$ cat src/rtl/aux_ctrl_pkg.sv
package aux_ctrl_pkg;
  localparam int REG_W   = 16;
  localparam int DEC_W   = 6;
  localparam int N_PLAIN = 6;

  localparam logic [DEC_W-1:0] OFS_MODE = 6'h00;
  localparam logic [DEC_W-1:0] OFS_CDIV = 6'h04;
  localparam logic [DEC_W-1:0] OFS_STAT = 6'h08;
  localparam logic [DEC_W-1:0] OFS_PWR  = 6'h0C;
  localparam logic [DEC_W-1:0] OFS_CLKC = 6'h10;
  localparam logic [DEC_W-1:0] OFS_IREQ = 6'h14;
  localparam logic [DEC_W-1:0] OFS_IMSK = 6'h18;
  localparam logic [DEC_W-1:0] OFS_ISTS = 6'h1C;
  localparam logic [DEC_W-1:0] OFS_GDIR = 6'h20;
  localparam logic [DEC_W-1:0] OFS_GSET = 6'h24;
  localparam logic [DEC_W-1:0] OFS_GGET = 6'h28;

  localparam logic [REG_W-1:0] STAT_RESET = 16'h0002;
  localparam logic [REG_W-1:0] PWR_FORCE  = 16'h8040;
  localparam int               PWR_TRIG   = 7;

  // Offset of plain storage register i (mode, divider, clock control, irq words)
  function automatic logic [DEC_W-1:0] plain_ofs(input int i);
    case (i)
      0:       plain_ofs = OFS_MODE;
      1:       plain_ofs = OFS_CDIV;
      2:       plain_ofs = OFS_CLKC;
      3:       plain_ofs = OFS_IREQ;
      4:       plain_ofs = OFS_IMSK;
      default: plain_ofs = OFS_ISTS;
    endcase
  endfunction

  typedef struct packed {
    logic [N_PLAIN-1:0] plain;
    logic               pwr;
    logic               gdir;
    logic               glvl;
  } wr_strb_t;
endpackage

$ cat src/rtl/aux_bus_decode.sv
module aux_bus_decode
  import aux_ctrl_pkg::*;
(
  input  logic [DEC_W-1:0] ofs,
  input  logic             we,
  output wr_strb_t         strb,
  output logic             known
);
  logic [N_PLAIN-1:0] plain_hit;

  for (genvar i = 0; i < N_PLAIN; i++) begin : g_hit
    assign plain_hit[i] = (ofs == plain_ofs(i));
  end

  always_comb begin
    strb.plain = we ? plain_hit : '0;
    strb.pwr   = we && (ofs == OFS_PWR);
    strb.gdir  = we && (ofs == OFS_GDIR);
    strb.glvl  = we && ((ofs == OFS_GSET) || (ofs == OFS_GGET));
    known      = (|plain_hit) || (ofs == OFS_PWR) || (ofs == OFS_STAT) ||
                 (ofs == OFS_GDIR) || (ofs == OFS_GSET) || (ofs == OFS_GGET);
  end
endmodule

$ cat src/rtl/aux_ctrl_regs.sv
module aux_ctrl_regs
  import aux_ctrl_pkg::*;
(
  input  logic             clk,
  input  logic             rst_n,
  input  wr_strb_t         strb,
  input  logic [REG_W-1:0] wdata,
  output logic [REG_W-1:0] plain_q [N_PLAIN],
  output logic [REG_W-1:0] pwr_q,
  output logic [REG_W-1:0] stat_q
);
  for (genvar i = 0; i < N_PLAIN; i++) begin : g_plain
    always_ff @(posedge clk or negedge rst_n) begin
      if (!rst_n)             plain_q[i] <= '0;
      else if (strb.plain[i]) plain_q[i] <= wdata;
    end
  end

  always_ff @(posedge clk or negedge rst_n) begin
    if (!rst_n)        pwr_q <= '0;
    else if (strb.pwr) pwr_q <= wdata[PWR_TRIG] ? (wdata | PWR_FORCE) : wdata;
  end

  assign stat_q = STAT_RESET;
endmodule

$ cat src/rtl/aux_gpio_core.sv
module aux_gpio_core
  import aux_ctrl_pkg::*;
(
  input  logic             clk,
  input  logic             rst_n,
  input  logic             dir_we,
  input  logic             lvl_we,
  input  logic [REG_W-1:0] wdata,
  input  logic [REG_W-1:0] gpio_in,
  output logic [REG_W-1:0] dir_q,
  output logic [REG_W-1:0] lvl_q,
  output logic [REG_W-1:0] gpio_out,
  output logic [REG_W-1:0] gpio_chg
);
  logic [REG_W-1:0] in_q, rise, fall;
  logic [REG_W-1:0] lvl_wr, lvl_nxt, dir_nxt, eff_nxt, rec_q;

  always_comb begin
    rise    = gpio_in & ~in_q;
    fall    = ~gpio_in & in_q;
    lvl_wr  = lvl_we ? (wdata & dir_q) : lvl_q;
    lvl_nxt = (lvl_wr | rise) & ~fall;
    dir_nxt = dir_we ? wdata : dir_q;
    eff_nxt = lvl_nxt & dir_nxt;
  end

  always_ff @(posedge clk or negedge rst_n) begin
    if (!rst_n) begin
      in_q     <= '0;
      lvl_q    <= '0;
      dir_q    <= '0;
      rec_q    <= '0;
      gpio_chg <= '0;
    end else begin
      in_q  <= gpio_in;
      lvl_q <= lvl_nxt;
      dir_q <= dir_nxt;
      if (dir_we || lvl_we) begin
        gpio_chg <= rec_q ^ eff_nxt;
        rec_q    <= eff_nxt;
      end else begin
        gpio_chg <= '0;
      end
    end
  end

  assign gpio_out = lvl_q & dir_q;
endmodule

$ cat src/rtl/aux_ctrl_gpio.sv
module aux_ctrl_gpio
  import aux_ctrl_pkg::*;
#(
  parameter int ADDR_W = 8,
  parameter int BUS_W  = 32
) (
  input  logic              clk,
  input  logic              rst_n,
  input  logic [ADDR_W-1:0] bus_addr,
  input  logic              bus_we,
  input  logic [BUS_W-1:0]  bus_wdata,
  output logic [REG_W-1:0]  bus_rdata,
  input  logic [REG_W-1:0]  gpio_in,
  output logic [REG_W-1:0]  gpio_out,
  output logic [REG_W-1:0]  gpio_chg
);
  localparam int HI_A = ADDR_W - DEC_W;
  localparam int HI_D = BUS_W - REG_W;

  logic [DEC_W-1:0] ofs;
  logic [REG_W-1:0] wd16;
  logic [HI_A-1:0]  unused_addr_hi;
  logic [HI_D-1:0]  unused_data_hi;

  assign ofs            = bus_addr[DEC_W-1:0];
  assign wd16           = bus_wdata[REG_W-1:0];
  assign unused_addr_hi = bus_addr[ADDR_W-1:DEC_W];
  assign unused_data_hi = bus_wdata[BUS_W-1:REG_W];

  wr_strb_t         strb;
  logic             known;
  logic [REG_W-1:0] plain_q [N_PLAIN];
  logic [REG_W-1:0] pwr_q, stat_q, dir_q, lvl_q;
  logic [REG_W-1:0] rd_mux;

  aux_bus_decode u_dec (
    .ofs   (ofs),
    .we    (bus_we),
    .strb  (strb),
    .known (known)
  );

  aux_ctrl_regs u_regs (
    .clk     (clk),
    .rst_n   (rst_n),
    .strb    (strb),
    .wdata   (wd16),
    .plain_q (plain_q),
    .pwr_q   (pwr_q),
    .stat_q  (stat_q)
  );

  aux_gpio_core u_gpio (
    .clk      (clk),
    .rst_n    (rst_n),
    .dir_we   (strb.gdir),
    .lvl_we   (strb.glvl),
    .wdata    (wd16),
    .gpio_in  (gpio_in),
    .dir_q    (dir_q),
    .lvl_q    (lvl_q),
    .gpio_out (gpio_out),
    .gpio_chg (gpio_chg)
  );

  always_comb begin
    rd_mux = '0;
    for (int i = 0; i < N_PLAIN; i++) begin
      if (ofs == plain_ofs(i)) rd_mux = plain_q[i];
    end
    case (ofs)
      OFS_PWR:            rd_mux = pwr_q;
      OFS_STAT:           rd_mux = stat_q;
      OFS_GDIR:           rd_mux = dir_q;
      OFS_GSET, OFS_GGET: rd_mux = lvl_q;
      default: ;
    endcase
    if (!known) rd_mux = '0;
  end

  always_ff @(posedge clk or negedge rst_n) begin
    if (!rst_n) bus_rdata <= '0;
    else        bus_rdata <= rd_mux;
  end
endmodule

$ cat config.mk
export PLATFORM = sky130hd
export DESIGN_NAME = aux_ctrl_gpio
export DESIGN_NICKNAME = d
export VERILOG_FILES = /design/src/rtl/aux_ctrl_pkg.sv /design/src/rtl/aux_bus_decode.sv /design/src/rtl/aux_ctrl_regs.sv /design/src/rtl/aux_gpio_core.sv /design/src/rtl/aux_ctrl_gpio.sv
export SDC_FILE = /design/constraint.sdc
export NUM_CORES = 1
export LEC_CHECK = 0
export BUFFER_PORTS_ARGS = -buffer_cell sky130_fd_sc_hd__buf_2
export CORE_UTILIZATION = 30
export CTS_CLUSTER_DIAMETER = 80
export CTS_CLUSTER_SIZE = 40
export DETAILED_ROUTE_END_ITERATION = 16
export GPL_TIMING_DRIVEN = 1
export PLACE_DENSITY = 0.51
export SLEW_MARGIN = 30
export SYNTH_ARGS = -nofsm -noshare
export SYNTH_HDL_FRONTEND = slang
export SYNTH_SLANG_ARGS = --single-unit
$ cat constraint.sdc
create_clock -name clk -period 1.37 [get_ports clk]
set_input_delay 0.274 -clock clk [delete_from_list [all_inputs] [get_ports clk]]
set_output_delay 0.274 -clock clk [all_outputs]
set_load 0.02 [all_outputs]
==> results.md <==
- Initial detailed-routing violation count: 431
- Fin crit period: 1.72 ns
- Routed Antenna Nets: 0
- Drt drc: 0
- Max-slew violation count: 0
- # fillers: 2,982
- WL met1: 13.5 mm
- I/O Pins: 107
- Sequential share of power: 50.1%
- CP endpoint kind: flop
- Fmax: 580 MHz
- Mapped Area: 9820 µm²
- Actual slew at the worst max-slew pin: 0.475 ns
- Failing checks: negative setup slack
- WHS: 0.139 ns
- Setup TNS: -28.57 ns
- Max cap viols: 0
- Clk_skew: 0.0427 ns
- Max Used Layer: met4
- Pint: 10,100 µW
- Wire length per cell: 19.2 µm
- Initial antenna violation count: 0
- Layout Nets: 1,163
- Leakage: 0.00656 µW
- Metal2 WL: 14.6 mm
- Syn avg cell area: 11.8 µm²
- Crit Path Max Fanout: 7
- Final Cycle Share: 126%
- Seq cells post-synth: 208
- Cell variety after synth: 49
- Mapped Cells: 833
- Setup crit start kind: primary input
- Remaining Overflow, GRT: 0
- Core Rows: 65
- Clock power frac: 30.3%
- Final Setup Violations: 141
- Worst slew margin: 68.3%
- CP peak stage delay: 0.67 ns
- RSZ-0062 raised after global routing: true
- First-pass GRT wire length: 45.9 mm
- Worst-path cell chain: buf_6, or4b_4, buf_12, or4_4, a31oi_4, a21oi_1, a31o_1
- GRT Overall Usage: 17.7%
- Vias per cell: 4.93
- Peak supply drop: 655 µV
- CTS tree: done
- Hpwl dp: 19.5 mm
- Slowest-stage cell, CP: or4b_4
- Arr. time, crit path: 2.12 ns
- Hold Path Class: in -> reg
- Layout cell share with drive strength beyond 1: 51.9%
- Core area: 31,900 µm²
- DRT Wirelength: 29.6 mm
- Horiz. Die Dim: 183 µm
- Worst-path clk slew: 0.10 ns
- Most frequent cells in the layout: dfrtp_1, mux2_2, buf_4, buf_6, nand2_1
- Port Buf Inserts: 88
- Total clock sinks: 208
- Area growth syn-to-layout: 45.6%
- # diodes: 0
- DRT Pass-1 Iters: 5
- Clock Tree Buf Depth: 3
- Worst Setup Slack, final: -0.355 ns
- Die height: 183 µm
- Via count: 7,624
- Clock H-tree levels: 1
- Clock Latency Late Sink: 0.51 ns
- Ys Warns: 0
- Status: complete, but fails checks
- WP data required: 1.76 ns
- Commonest non-fill, non-tap cell in the layout: dfrtp_1
- Largest net degree at the start of global routing: 57
- CTS root buffer: clkbuf_16
- Power Density: 997 nW/µm²
- Sw Share: 28.8%
- Hold Fails Final Rpt: 0
- Total CTS buffers: 13
- Seq/Total Area, Yosys: 53.0%
- Metal3 WL: 1.06 mm
- P_sw: 4110 µW
- Die area: 33,500 µm²
- Gate power share: 19.6%
- Post-Syn Nets: 892
- Crit path kind: in -> reg
- Placer Congestion: 0.782
- Vias in the first global route: 7,751
- Starting Density: 30.8%
## cells in the mapped netlist (all sizes together)
library cell  instances  share of area, %
dfrtp               208                53
mux2                126                14
nand2                81               3.1
a21oi                62               3.2
nor2                 37               1.5
buf                  32               1.6
mux2i                30               3.1
clkbuf               26              0.99
nand3                26               1.3
and2                 17               1.1
nand2b               17               1.1
a31o                 16               1.4
a31oi                16               2.5
nor2b                16               1.0
a22oi                15               1.1
a221o                14               1.4
a311oi               14               1.2
o2bb2ai              14               1.2
or4                  11               1.2
o31ai                10              0.76
o21ai                 8              0.41
nor3                  7              0.52
o211ai                7              0.54
o311ai                6              0.54
inv                   3              0.11
a211oi                2              0.20
a21o                  1             0.076
a221oi                1             0.089
a222oi                1              0.10
a22o                  1             0.089
nand4                 1             0.064
nor3b                 1              0.19
nor4b                 1             0.089
o2111ai               1             0.089
o21bai                1             0.076
or3                   1             0.064
or4b                  1              0.14
xnor2                 1              0.17
## critical path: cells and delay by family
| kind | cells | cell delay (ns) |
|---|---|---|
| AOI/OAI and AO/OA | 3 | 0.45 |
| buffers and inverters | 2 | 0.30 |
| and+or+nand+nor | 2 | 1.10 |
## power groups by stage
stage	registers (µW)	clock network (µW)	logic, µW
after floorplan	7170	0	1310
after global placement	7240	0	2220
after detailed placement	7250	0	2250
after CTS	7130	4480	2690
after global routing	7230	4680	3020
final	7150	4320	2790
## stage by stage
step	utilization, %	setup WS, ns	area [µm²]	total power [µW]	cells
2_1_floorplan	-	-0.580	10200	8480	833
3_3_place_gp	37.8	-0.842	12100	9460	1431
3_5_place_dp	37.8	-0.877	12100	9510	1431
4_1_cts	43.2	-0.307	13800	14300	1521
5_1_grt	44.8	-0.374	14300	14900	1546
6_report	44.8	-0.355	14300	14300	1546
## area by class of cell
type                       count  area, µm²  share of cell area, %
tap                          435        544                   3.81
clock buffer                  14        329                   2.30
timing repair buffer         314       3100                   21.7
clock inverter                 8        110                  0.770
multi-input combinational    564       5000                   35.0
sequential                   208       5200                   36.4
inverter                       3       11.3                 0.0788
## logic make-up (layout without fill, tap and decap cells)
kind of cell,Yosys count,in the layout,synth area share (%)
AOI/OAI and AO/OA,190,190,15.2
xor gates and xnor gates,1,1,0.166
buffers and inverters,61,339,2.71
DFF,208,208,53.0
muxes,156,156,17.5
and+or+nand+nor,217,217,11.4
## flip-flops by register name, summed over array words and instances (netlist names)
signal,count
u_gpio.in_q,16
u_regs.pwr_q,16
u_gpio.rec_q,16
u_gpio.lvl_q,16
u_gpio.gpio_chg,16
bus_rdata,16
u_regs.plain_q,96
u_gpio.dir_q,16
## routing by layer
layer,global-route usage [%],up-vias
li1,-,3612
met1,24.6,3853
met2,29.9,133
met3,1.95,26
met4,2.93,0
met5,0,-
## final timing paths
path / start / to / slack, ns / cells past startpoint
worst max-delay path: bus_addr[1] / u_gpio.gpio_chg[7]$_DFF_PN0_ / -0.35 / 7
worst min-delay path: bus_wdata[5] / u_gpio.dir_q[5]$_DFF_PN0_ / 0.14 / 2
worst max register to register: u_gpio.dir_q[12]$_DFF_PN0_ / u_gpio.gpio_chg[12]$_DFF_PN0_ / -0.23 / 6
worst min register to register: u_regs.plain_q[50]$_DFFE_PN0P_ / u_regs.plain_q[50]$_DFFE_PN0P_ / 0.51 / 1
max in group asynchronous: rst_n / u_regs.plain_q[28]$_DFFE_PN0P_ / 0.59 / 3
min in group asynchronous: rst_n / u_gpio.in_q[8]$_DFF_PN0_ / 0.21 / 2
## what timing repair did
item                       in CTS  in global routing
hold endpoints to repair      224                  0
buffers inserted               47                 25
hold buffers                   17                  0
setup endpoints to repair     139                156
gates resized for setup       138                 68
gates cloned                    7                  3
pin swaps                      36                 39
Power figures use the tool's default switching activity.
